File: config.mk
export PLATFORM = sky130hd
export DESIGN_NAME = dma_engine
export DESIGN_NICKNAME = d
export VERILOG_FILES = /design/src/rtl/dma_eng_pkg.sv /design/src/rtl/dma_eng_regs.sv /design/src/rtl/dma_eng_reach.sv /design/src/rtl/dma_eng_seq.sv /design/src/rtl/dma_engine.sv
export SDC_FILE = /design/constraint.sdc
export NUM_CORES = 1
export LEC_CHECK = 0
export ABC_AREA = 1
export BUFFER_PORTS_ARGS = -buffer_cell sky130_fd_sc_hd__buf_2
export CELL_PAD_IN_SITES_DETAIL_PLACEMENT = 1
export CELL_PAD_IN_SITES_GLOBAL_PLACEMENT = 1
export CORE_ASPECT_RATIO = 1.2
export CORE_MARGIN = 2
export CORE_UTILIZATION = 42
export CTS_CLUSTER_SIZE = 8
export DETAILED_ROUTE_END_ITERATION = 8
export GPL_TIMING_DRIVEN = 0
export PLACE_DENSITY_LB_ADDON = 0.1
export RECOVER_POWER = 100
export SLEW_MARGIN = 15
export SYNTH_ARGS = -nofsm -noshare
export SYNTH_HDL_FRONTEND = slang
export SYNTH_SLANG_ARGS = --single-unit
File: constraint.sdc
create_clock -name clk -period 4.5 [get_ports clk]
set_input_delay 0.225 -clock clk [delete_from_list [all_inputs] [get_ports clk]]
set_output_delay 0.225 -clock clk [all_outputs]
set_load 0.05 [all_outputs]
File: src/rtl/dma_eng_pkg.sv
// Shared encodings for the DMA engine: register offsets, command codes,
// sequencer states. Assumes a 3-bit register offset space.
package dma_eng_pkg;
    localparam int REG_AW = 3;

    localparam logic [REG_AW-1:0] OFF_CMD  = 3'd0;
    localparam logic [REG_AW-1:0] OFF_ADDR = 3'd1;
    localparam logic [REG_AW-1:0] OFF_LEN  = 3'd2;
    localparam logic [REG_AW-1:0] OFF_STAT = 3'd3;
    localparam logic [REG_AW-1:0] OFF_REM  = 3'd4;

    typedef enum logic [2:0] {
        OP_NONE   = 3'd0,
        OP_STOP   = 3'd1,
        OP_TO_DEV = 3'd2,
        OP_TO_MEM = 3'd3,
        OP_GO     = 3'd4,
        OP_ACK    = 3'd5
    } op_e;

    typedef enum logic [1:0] {
        ST_IDLE  = 2'd0,
        ST_FETCH = 2'd1,
        ST_MEM   = 2'd2
    } seq_st_e;
endpackage

File: src/rtl/dma_eng_regs.sv
// Host register file: holds address, length and direction, decodes command
// writes into one-cycle pulses, and builds the readback word.
// Assumes busy comes from the sequencer; configuration is frozen while busy.
module dma_eng_regs
    import dma_eng_pkg::*;
#(
    parameter int REG_W = 32
) (
    input  logic              clk,
    input  logic              rst_n,
    input  logic              reg_we,
    input  logic [REG_AW-1:0] reg_addr,
    input  logic [REG_W-1:0]  reg_wdata,
    output logic [REG_W-1:0]  reg_rdata,
    input  logic              busy,
    input  logic              irq_flag,
    input  logic              err_flag,
    input  logic [REG_W-1:0]  remaining,
    output logic [REG_W-1:0]  cfg_addr,
    output logic [REG_W-1:0]  cfg_len,
    output logic              cfg_to_dev,
    output logic              start_cmd,
    output logic              stop_cmd,
    output logic              ack_cmd
);
    logic cmd_wr;
    op_e  op;

    // Decode a command-register write into its opcode.
    always_comb begin
        cmd_wr = reg_we && (reg_addr == OFF_CMD);
        op     = op_e'(reg_wdata[2:0]);
    end

    // Command pulses; go is accepted only while idle.
    assign start_cmd = cmd_wr && (op == OP_GO) && !busy;
    assign stop_cmd  = cmd_wr && (op == OP_STOP);
    assign ack_cmd   = cmd_wr && (op == OP_ACK);

    // Configuration registers, writable only while idle.
    always_ff @(posedge clk) begin
        if (!rst_n) begin
            cfg_addr   <= '0;
            cfg_len    <= '0;
            cfg_to_dev <= 1'b0;
        end else if (!busy) begin
            if (reg_we && reg_addr == OFF_ADDR) cfg_addr <= reg_wdata;
            if (reg_we && reg_addr == OFF_LEN)  cfg_len  <= reg_wdata;
            if (cmd_wr && op == OP_TO_DEV)      cfg_to_dev <= 1'b1;
            if (cmd_wr && op == OP_TO_MEM)      cfg_to_dev <= 1'b0;
        end
    end

    // Readback multiplexer.
    always_comb begin
        case (reg_addr)
            OFF_ADDR: reg_rdata = cfg_addr;
            OFF_LEN:  reg_rdata = cfg_len;
            OFF_STAT: reg_rdata = REG_W'({cfg_to_dev, err_flag, irq_flag, busy});
            OFF_REM:  reg_rdata = remaining;
            default:  reg_rdata = '0;
        endcase
    end

    a_r7_addr_frozen: assert property (@(posedge clk) disable iff (!rst_n)
        busy |=> $stable(cfg_addr));
    a_r7_len_frozen: assert property (@(posedge clk) disable iff (!rst_n)
        busy |=> $stable(cfg_len));
    a_r7_dir_frozen: assert property (@(posedge clk) disable iff (!rst_n)
        busy |=> $stable(cfg_to_dev));
endmodule

File: src/rtl/dma_eng_reach.sv
// Reachability check: true when the buffer's first byte and (for a non-zero
// length) last byte both lie below 2**REACH_BITS. One extra bit catches
// wrap-around of address plus length.
module dma_eng_reach #(
    parameter int REG_W      = 32,
    parameter int REACH_BITS = 24
) (
    input  logic [REG_W-1:0] addr,
    input  logic [REG_W-1:0] len,
    output logic             in_range
);
    localparam int EW = REG_W + 1;
    localparam logic [EW-1:0] OUT_MASK = ~((EW'(1) << REACH_BITS) - EW'(1));

    logic [EW-1:0] first_b;
    logic [EW-1:0] last_b;

    // Compute the last byte address and test both ends against the mask.
    always_comb begin
        first_b  = {1'b0, addr};
        last_b   = first_b + {1'b0, len} - EW'(1);
        in_range = ((first_b & OUT_MASK) == '0) &&
                   ((len == '0) || ((last_b & OUT_MASK) == '0));
    end
endmodule

File: src/rtl/dma_eng_seq.sv
// Transfer sequencer: walks the buffer one word per beat, pops or pushes the
// device port, and owns the interrupt, error and remaining-bytes state.
// Assumes start_cmd only arrives while idle and stop_cmd may come any time.
module dma_eng_seq
    import dma_eng_pkg::*;
#(
    parameter int REG_W  = 32,
    parameter int DATA_W = 32
) (
    input  logic              clk,
    input  logic              rst_n,
    input  logic              start_cmd,
    input  logic              stop_cmd,
    input  logic              ack_cmd,
    input  logic              in_range,
    input  logic [REG_W-1:0]  cfg_addr,
    input  logic [REG_W-1:0]  cfg_len,
    input  logic              cfg_to_dev,
    output logic              busy,
    output logic              irq_flag,
    output logic              err_flag,
    output logic [REG_W-1:0]  remaining,
    output logic              mem_req,
    output logic              mem_we,
    output logic [REG_W-1:0]  mem_addr,
    output logic [DATA_W-1:0] mem_wdata,
    input  logic [DATA_W-1:0] mem_rdata,
    input  logic              mem_ack,
    output logic              dev_rd_en,
    input  logic [DATA_W-1:0] dev_rdata,
    output logic              dev_wr_en,
    output logic [DATA_W-1:0] dev_wdata
);
    localparam logic [REG_W-1:0] STEP = REG_W'(DATA_W / 8);

    seq_st_e           state;
    logic              dir_q;
    logic [REG_W-1:0]  cur_addr;
    logic [REG_W-1:0]  step_now;
    logic [DATA_W-1:0] hold_q;

    // Bytes moved by the current beat: a full word or the tail.
    assign step_now = (remaining < STEP) ? remaining : STEP;

    // Main sequencer: start checks, beat accounting, interrupt and error.
    always_ff @(posedge clk) begin
        if (!rst_n) begin
            state     <= ST_IDLE;
            dir_q     <= 1'b0;
            cur_addr  <= '0;
            remaining <= '0;
            hold_q    <= '0;
            irq_flag  <= 1'b0;
            err_flag  <= 1'b0;
            dev_wr_en <= 1'b0;
            dev_wdata <= '0;
        end else begin
            dev_wr_en <= 1'b0;
            if (ack_cmd) irq_flag <= 1'b0;
            if (stop_cmd) begin
                state    <= ST_IDLE;
                err_flag <= 1'b0;
            end else begin
                case (state)
                    ST_IDLE: if (start_cmd) begin
                        if (!in_range) begin
                            err_flag <= 1'b1;
                        end else begin
                            err_flag  <= 1'b0;
                            dir_q     <= cfg_to_dev;
                            cur_addr  <= cfg_addr;
                            remaining <= cfg_len;
                            if (cfg_len == '0) irq_flag <= 1'b1;
                            else state <= cfg_to_dev ? ST_MEM : ST_FETCH;
                        end
                    end
                    ST_FETCH: begin
                        hold_q <= dev_rdata;
                        state  <= ST_MEM;
                    end
                    ST_MEM: if (mem_ack) begin
                        cur_addr  <= cur_addr + STEP;
                        remaining <= remaining - step_now;
                        if (dir_q) begin
                            dev_wr_en <= 1'b1;
                            dev_wdata <= mem_rdata;
                        end
                        if (remaining <= STEP) begin
                            state    <= ST_IDLE;
                            irq_flag <= 1'b1;
                        end else if (!dir_q) begin
                            state <= ST_FETCH;
                        end
                    end
                    default: state <= ST_IDLE;
                endcase
            end
        end
    end

    // Bus and device strobes derived from the state.
    assign busy      = (state != ST_IDLE);
    assign mem_req   = (state == ST_MEM);
    assign mem_we    = !dir_q;
    assign mem_addr  = cur_addr;
    assign mem_wdata = hold_q;
    assign dev_rd_en = (state == ST_FETCH);

    a_r4_irq_holds: assert property (@(posedge clk) disable iff (!rst_n)
        irq_flag && !ack_cmd |=> irq_flag);
    a_r2_push_follows_read: assert property (@(posedge clk) disable iff (!rst_n)
        dev_wr_en |-> $past(mem_req && mem_ack && !mem_we));
    a_r3_pop_then_write: assert property (@(posedge clk) disable iff (!rst_n)
        dev_rd_en && !stop_cmd |=> mem_req && mem_we);
    a_r8_stop_idles: assert property (@(posedge clk) disable iff (!rst_n)
        stop_cmd |=> !busy && !mem_req);
    a_r5_zero_len_done: assert property (@(posedge clk) disable iff (!rst_n)
        start_cmd && !stop_cmd && in_range && cfg_len == '0 |=> irq_flag && !busy);
    a_r6_refuse_unreachable: assert property (@(posedge clk) disable iff (!rst_n)
        start_cmd && !stop_cmd && !in_range |=> !busy && err_flag);
    a_r9_remaining_falls: assert property (@(posedge clk) disable iff (!rst_n)
        $past(busy) && busy |-> remaining <= $past(remaining));
endmodule

File: src/rtl/dma_engine.sv
// Top of the single-buffer DMA engine: joins the register file, the reach
// check and the transfer sequencer. Assumes DATA_W is a multiple of 8.
module dma_engine
    import dma_eng_pkg::*;
#(
    parameter int REG_W      = 32,
    parameter int DATA_W     = 32,
    parameter int REACH_BITS = 24
) (
    input  logic              clk,
    input  logic              rst_n,
    input  logic              reg_we,
    input  logic [REG_AW-1:0] reg_addr,
    input  logic [REG_W-1:0]  reg_wdata,
    output logic [REG_W-1:0]  reg_rdata,
    output logic              irq,
    output logic              mem_req,
    output logic              mem_we,
    output logic [REG_W-1:0]  mem_addr,
    output logic [DATA_W-1:0] mem_wdata,
    input  logic [DATA_W-1:0] mem_rdata,
    input  logic              mem_ack,
    output logic              dev_rd_en,
    input  logic [DATA_W-1:0] dev_rdata,
    output logic              dev_wr_en,
    output logic [DATA_W-1:0] dev_wdata
);
    logic             busy, err_flag, in_range;
    logic             start_cmd, stop_cmd, ack_cmd, cfg_to_dev;
    logic [REG_W-1:0] remaining, cfg_addr, cfg_len;

    dma_eng_regs #(.REG_W(REG_W)) u_regs (
        .clk(clk), .rst_n(rst_n), .reg_we(reg_we), .reg_addr(reg_addr),
        .reg_wdata(reg_wdata), .reg_rdata(reg_rdata), .busy(busy),
        .irq_flag(irq), .err_flag(err_flag), .remaining(remaining),
        .cfg_addr(cfg_addr), .cfg_len(cfg_len), .cfg_to_dev(cfg_to_dev),
        .start_cmd(start_cmd), .stop_cmd(stop_cmd), .ack_cmd(ack_cmd)
    );

    dma_eng_reach #(.REG_W(REG_W), .REACH_BITS(REACH_BITS)) u_reach (
        .addr(cfg_addr), .len(cfg_len), .in_range(in_range)
    );

    dma_eng_seq #(.REG_W(REG_W), .DATA_W(DATA_W)) u_seq (
        .clk(clk), .rst_n(rst_n), .start_cmd(start_cmd), .stop_cmd(stop_cmd),
        .ack_cmd(ack_cmd), .in_range(in_range), .cfg_addr(cfg_addr),
        .cfg_len(cfg_len), .cfg_to_dev(cfg_to_dev), .busy(busy),
        .irq_flag(irq), .err_flag(err_flag), .remaining(remaining),
        .mem_req(mem_req), .mem_we(mem_we), .mem_addr(mem_addr),
        .mem_wdata(mem_wdata), .mem_rdata(mem_rdata), .mem_ack(mem_ack),
        .dev_rd_en(dev_rd_en), .dev_rdata(dev_rdata),
        .dev_wr_en(dev_wr_en), .dev_wdata(dev_wdata)
    );
endmodule

=== Word-level counts from Yosys, hierarchy flattened ===
Cells that the tools add are included.

* $add $sub $neg: 4
* Magnitude comparators: 2
* Equal/unequal tests: 16
* Muxes and demuxes: 30
* Bitwise logic cells: 5
* Reductions and logical operators: 32

{| class="wikitable"
|+ Operator list
! cell !! count
|-
| 2-to-1 mux 32 bit || 7
|-
| one-hot mux 32 bit (2 select lines) || 2
|-
| one-hot mux 32 bit (4 select lines) || 1
|-
| logical NOT 33 bit || 2
|-
| adder 32 x 32 -> 33 bit || 1
|-
| subtractor 33 x 1 -> 33 bit, second input constant || 1
|-
| adder 32 x 3 -> 32 bit, second input constant || 1
|-
| <= comparator 32 x 3 -> 1 bit, second input constant || 1
|-
| logical NOT 32 bit || 1
|-
| < comparator 32 x 3 -> 1 bit, second input constant || 1
|-
| subtractor 32 bit || 1
|-
| 2-to-1 mux 2 bit || 7
|-
| == test 3 x 2 -> 1 bit, second input constant || 4
|-
| 2-to-1 mux 1 bit || 11
|-
| logical AND 1 bit || 10
|-
| AND reduction 2 bit || 5
|-
| AND reduction 5 bit || 2
|-
| == test 3 bit, second input constant || 3
|-
| AND reduction 4 bit || 2
|-
| == test 3 x 1 -> 1 bit, second input constant || 2
|-
| one-hot mux 2 bit (3 select lines) || 1
|-
| nonzero test 2 bit || 3
|-
| NOT 1 bit || 5
|-
| != test 2 x 1 -> 1 bit, second input constant || 2
|-
| 11 further kinds || 13
|}

* Register bits after elaboration: 199
* Bits of input ports: 103
* Word-level logic and storage cells: 101

=== Logic depth before layout (Yosys ltp) ===
* Depth after elaboration: 9
* Gate-level depth with buffers: 28
* Gate-level depth less buffers: 26

=== Cells and area by module ===
A second synthesis with hierarchy kept.

* Cell total of the unflattened synthesis: 2231
* Area total of the unflattened synthesis: 13427.9 µm²

{| class="wikitable"
|+ By module, submodules not included
! module !! times used !! cells an instance !! area each (µm²) !! sequential area each (µm²)
|-
| dma_eng_seq || 1 || 1070 || 7124.3 || 2682.6
|-
| dma_eng_regs || 1 || 560 || 3342.0 || 1301.2
|-
| dma_eng_reach || 1 || 601 || 2961.6 || 0.0
|}

=== Worst setup path after synthesis ===
OpenSTA, ideal clock, no wires.

* Path kind: reg-to-reg
* Start point: reg u_regs.cfg_addr[25]
* End point: reg u_seq.cur_addr[12] (netlist: u_seq.mem_addr[12])
* Data arrival time: 2.617 ns
* Required time: 4.387 ns
* Setup slack: 1.770 ns
* Cell stages (with the launch flop): 24
* Buffers on the path: 2
* Clock period less this slack: 2.730 ns
* Cell sequence: dfxtp_1 inv_1 ha_1 inv_1 ha_1 nand2_1 nor2_1 nand2_1 nor4_1 nand2_1 nand2_1 nand2_1 nand2_1 nand2_1 nor2_1 nand3_1 nand2_1 nand2_1 nand2_2 nand2_2 buf_6 buf_2 nor2_1 nor2_1

* Longest elaborated chain between the ends: 7

{| class="wikitable"
|+ Ends and longest elaborated chain
! what !! RTL line !! source
|-
| start, declared || dma_eng_regs.sv:19 || <nowiki>output logic [REG_W-1:0] cfg_addr,</nowiki>
|-
| start signal, assigned || dma_eng_regs.sv:47 || <nowiki>if (reg_we && reg_addr == OFF_ADDR) cfg_addr <= reg_wdata;</nowiki>
|-
| adder 32 x 32 -> 33 bit || dma_eng_reach.sv:21 || <nowiki>last_b = first_b + {1'b0, len} - EW'(1);</nowiki>
|-
| subtractor 33 x 1 -> 33 bit || dma_eng_reach.sv:21 ||
|-
| logical NOT 33 bit || dma_eng_reach.sv:23 || <nowiki>((len == '0) || ((last_b & OUT_MASK) == '0));</nowiki>
|-
| logical OR 1 bit || dma_eng_reach.sv:23 ||
|-
| logical AND 1 bit (*) || dma_eng_reach.sv:22 || <nowiki>in_range = ((first_b & OUT_MASK) == '0) &&</nowiki>
|-
| != test 2 x 1 -> 1 bit (no line) (*) || n/a ||
|-
| AND reduction 5 bit (no line) (*) || n/a ||
|-
| end signal, assigned || dma_eng_seq.sv:71 || <nowiki>cur_addr <= cfg_addr;</nowiki>
|-
| end signal, assigned || dma_eng_seq.sv:82 || <nowiki>cur_addr <= cur_addr + STEP;</nowiki>
|-
| end, declared || dma_eng_seq.sv:38 || <nowiki>logic [REG_W-1:0] cur_addr;</nowiki>
|}

Every way passes the cells marked *; elsewhere a longest branch is shown, timed or not.
A chain may end at the register's enable or synchronous reset.

=== Worst setup path in the final report ===
* Start point: reg u_regs.cfg_len[23]
* End point: reg u_seq.cur_addr[29] (netlist: u_seq.mem_addr[29])

* Longest elaborated chain between the ends: 7

{| class="wikitable"
|+ Ends and longest elaborated chain
! what !! RTL line !! source
|-
| start, declared || dma_eng_regs.sv:20 || <nowiki>output logic [REG_W-1:0] cfg_len,</nowiki>
|-
| start signal, assigned || dma_eng_regs.sv:48 || <nowiki>if (reg_we && reg_addr == OFF_LEN) cfg_len <= reg_wdata;</nowiki>
|-
| adder 32 x 32 -> 33 bit || dma_eng_reach.sv:21 ||
|-
| subtractor 33 x 1 -> 33 bit || dma_eng_reach.sv:21 ||
|-
| logical NOT 33 bit || dma_eng_reach.sv:23 ||
|-
| logical OR 1 bit (*) || dma_eng_reach.sv:23 ||
|-
| logical AND 1 bit (*) || dma_eng_reach.sv:22 ||
|-
| != test 2 x 1 -> 1 bit (no line) (*) || n/a ||
|-
| AND reduction 5 bit (no line) (*) || n/a ||
|}

Marked as above.

==> impl_metrics.yaml <==
flow_run:
  cap_violations: 0
critical_path:
  worstReg2RegEnd: "u_seq.mem_addr[29]"
  crit_arrival_ns: 4.46
  cp.required_ns: 4.85
  rr_worst_depth: 25
  critPathKind: "flop to flop"
  start_kind: "flop"
  worst_setup_path_end_kind: "flop"
  cp_max_fo: 10
  r2r-start: "u_regs.cfg_len[23]"
  r2r_slack_ns: 0.39
die:
  dieWidth_um: 161
  die_y_um: 193
  rows: 69
  pin_count: 236
  core-area_um2: 29400
  initial_core_util_pct: 42.5
  dieArea_um2: 31200
routing:
  via_per_inst: 5.35
  first_pass_iters: 5
  drc: 0
  ant_nets: 0
  drt_iter0_markers: 792
  drt_wl_total_um: 50800
  wire_per_inst_um: 18.9
  routed-via-count: 14334
logic_synthesis:
  syn_nets: 2170
  synth_seq_area_share_pct: 31.9
  synth_cell_type_count: 40
  yosys-mux-area-fraction_pct: 0
  yosys.area_share.simple_pct: 31.2
  yosys_warnings: 0
  avgSynthCellArea_um2: 6.24
  ys_seq_elements: 199
  synth_top_family_by_area: "simple AND/OR/NAND/NOR gates"
  syn_area_um2: 12500
  synthCells: 2004
  synth_xor_area_share_pct: 1.47
  synthAdderAreaFrac_pct: 6.31
  synth_compound_area_share_pct: 17.4
placement:
  place_inst: 2628
  gp_congestion: 0.962
  dp_hpwl_um: 40600
  io_buffers: 234
pwr:
  power-per-cell-area_nw_per_um2: 289
  switchingPower_uw: 1430
  pwr-share-seq_pct: 42.1
  clkPwrFrac_pct: 36.1
  sw_frac_of_total_pct: 33.5
  p_total_uw: 4270
  power_frac_comb_pct: 21.7
  p_int_uw: 2840
  irDropWorstVdd_mv: 0.281
  leakage_uw: 0.00690
hold_path:
  worstHoldPathType: "input pin to flop"
  hold_path_end: "u_seq.dev_wdata[21]"
  holdPathStages: 3
  min_from: "mem_rdata[21]"
sta:
  rsz0062_at_grt: "no"
  post-route-period-util_pct: 91.3
  min_period_ns: 4.11
  max_slew.worst_pin.slew_ns: 1.21
  skew_ns: 0.0126
  report.final.slew_viol_count: 0
  slew_headroom_pct: 18.4
  setup_viol: 0
  setup-tns-final_ns: 0
  fmax_mhz: 243
  hold_viol: 0
cts:
  clock_sinks: 199
  ctsResizeCount: 0
  cts_tree: "done"
  clkLatencyLatePin_ns: 0.46
  root_buffer: "clkbuf_16"
  htree_levels: 4
  cts_buffers: 17
  cts_buffer_depth: 2
  path_clk_slew_ns: 0.08
global_routing:
  grt_overflow: 0
  antenna_found_initial: 0
  grt_max_degree: 19
  grt_pass1_wl_um: 78500
  first_global_vias: 14785
  grt.total_usage_pct: 32.3
finish:
  fin_nets: 2442
  diodes: 0
  syn2layout_area_growth_pct: 17.9
  drive_above_1_share_pct: 6.86
  layout.cells.non_filler: 2679
outcome:
  outcome: "finished, final reports clean"
-- power groups by stage --
stage / Clock [uW] / Combinational [uW] / Sequential (uW)
after floorplan: 0 / 600 / 1840
after global routing: 1610 / 1040 / 1800
after global placement: 0 / 875 / 1840
final: 1540 / 927 / 1800
after CTS: 1550 / 923 / 1800
after detailed placement: 0 / 905 / 1840
-- flip-flops by register name, summed over array words and instances (netlist names) --
| register | count |
|---|---|
| u_regs.cfg_addr | 32 |
| u_seq.mem_wdata | 32 |
| u_seq.dev_wdata | 32 |
| u_seq.err_flag | 1 |
| u_regs.cfg_to_dev | 1 |
| u_seq.dir_q | 1 |
| u_seq.remaining | 32 |
| u_seq.state | 2 |
| u_seq.dev_wr_en | 1 |
| u_seq.mem_addr | 32 |
| u_seq.irq_flag | 1 |
| u_regs.cfg_len | 32 |
-- placed cells by master (no fill, tap or decap), types with 24 or more instances in the layout --
cell type  count
o221ai_1      28
o21ai_0      185
a21oi_1      160
clkbuf_1     204
inv_1        295
ha_1          63
buf_2        106
nor3_1        27
nor2_1       349
nand3b_1      24
nand2_1      396
dfxtp_1      199
nand3_1       90
-- timing repair --
action / CTS / global route
endpoints found under the setup margin: 0 / 0
setup buffers: 0 / 0
hold buffers: 19 / 0
hold endpoints to repair: 19 / 0
-- per-stage QoR --
step | util, % | hold WS, ns | setup WS (ns) | instance area [um^2]
2_1_floorplan | - | 0.324 | 1.77 | 12500
6_report | 50.1 | 0.00129 | 0.389 | 14700
4_1_cts | 50.7 | 0.000716 | 0.504 | 14900
3_5_place_dp | 48.1 | 0.445 | 0.528 | 14200
5_1_grt | 50.1 | 0.000163 | 0.125 | 14700
3_3_place_gp | 48.1 | 0.438 | 0.607 | 14200
-- critical path, cell delays in order, from the launching register on --
cell and delay, ns:
dfxtp_1 0.40, inv_1 0.12, ha_1 0.30, inv_1 0.04, ha_1 0.33, nand2_1 0.07, inv_1 0.12, nand2_1 0.10
nor2_1 0.16, nand2_1 0.11, nor2_1 0.28, nor2_1 0.11, nand2_1 0.08, nand2_1 0.05, nand2_1 0.06, nand2_1 0.05
nor2_1 0.09, nand3_1 0.29, nand2_1 0.19, nand2_1 0.06, nand2_1 0.27, nand2_2 0.10, buf_6 0.19, buf_2 0.22
nor2_1 0.13, nor2_1 0.06
-- final cells by class --
cell class | count | area, um^2
buffer | 88 | 365
clock buffer | 20 | 457
clock inverter | 12 | 106
fill | 4244 | 14700
inverter | 295 | 1110
multi-input combinational | 1422 | 7040
sequential | 199 | 3980
tap | 390 | 488
timing repair buffer | 253 | 1200
-- routing by layer --
metal  global-route usage (%)  up-vias  part of all wire [%]
met5                        0        -                     0
met2                     59.1      437                    49
met4                     17.0        0                   5.3
li1                         -     6993                     -
met3                     6.40      113                   5.7
met1                     35.5     6791                    40
-- cell usage after synthesis (all sizes together) --
| master | count | area, um^2 |
|---|---|---|
| o21ai | 185 | 926 |
| a22oi | 2 | 15.0 |
| nor3b | 1 | 7.51 |
| ha | 63 | 788 |
| o21bai | 7 | 52.6 |
| nor3 | 29 | 155 |
| nor2 | 351 | 1330 |
| xor2 | 18 | 158 |
| nor4 | 17 | 106 |
| xnor2 | 3 | 26.3 |
| a21boi | 1 | 7.51 |
| and3 | 3 | 18.8 |
| nand4 | 18 | 113 |
| buf | 19 | 108 |
| and2 | 1 | 6.26 |
| conb | 1 | 3.75 |
| a31oi | 4 | 25.0 |
| nand3 | 91 | 460 |
| a211oi | 1 | 7.51 |
| inv | 295 | 1110 |
| o22ai | 8 | 50.1 |
| o221ai | 28 | 245 |
| a21oi | 160 | 801 |
| dfxtp | 199 | 3980 |
| nand3b | 24 | 180 |
| a31o | 2 | 17.5 |
| o31ai | 2 | 15.0 |
| a221o | 1 | 10.0 |
| nand2 | 398 | 1500 |
| clkbuf | 69 | 259 |
| or2 | 3 | 18.8 |
-- kinds of logic after synthesis --
group / after synthesis
and+or+nand+nor: 936
adders and majority gates: 63
buffers and inverters: 383
DFF: 199
xor gates and xnor gates: 21
other: 1
AOI/OAI and AO/OA: 401
-- how the worst max path moves through the flow --
stage	startpoint	to	slack (ns)	depth (start not counted)
global route	u_regs.cfg_len[25]	u_seq.remaining[9]	0.12	23
finish	u_regs.cfg_len[23]	u_seq.mem_addr[29]	0.39	25
detailed placement	u_regs.cfg_len[25]	u_seq.mem_addr[29]	0.53	25
global placement	u_regs.cfg_len[23]	u_seq.mem_addr[26]	0.61	25
CTS	u_regs.cfg_len[25]	u_seq.mem_addr[29]	0.50	25
floorplan	u_regs.cfg_addr[25]	u_seq.mem_addr[12]	1.77	23
No activity file was read; power rests on OpenSTA's default activity.
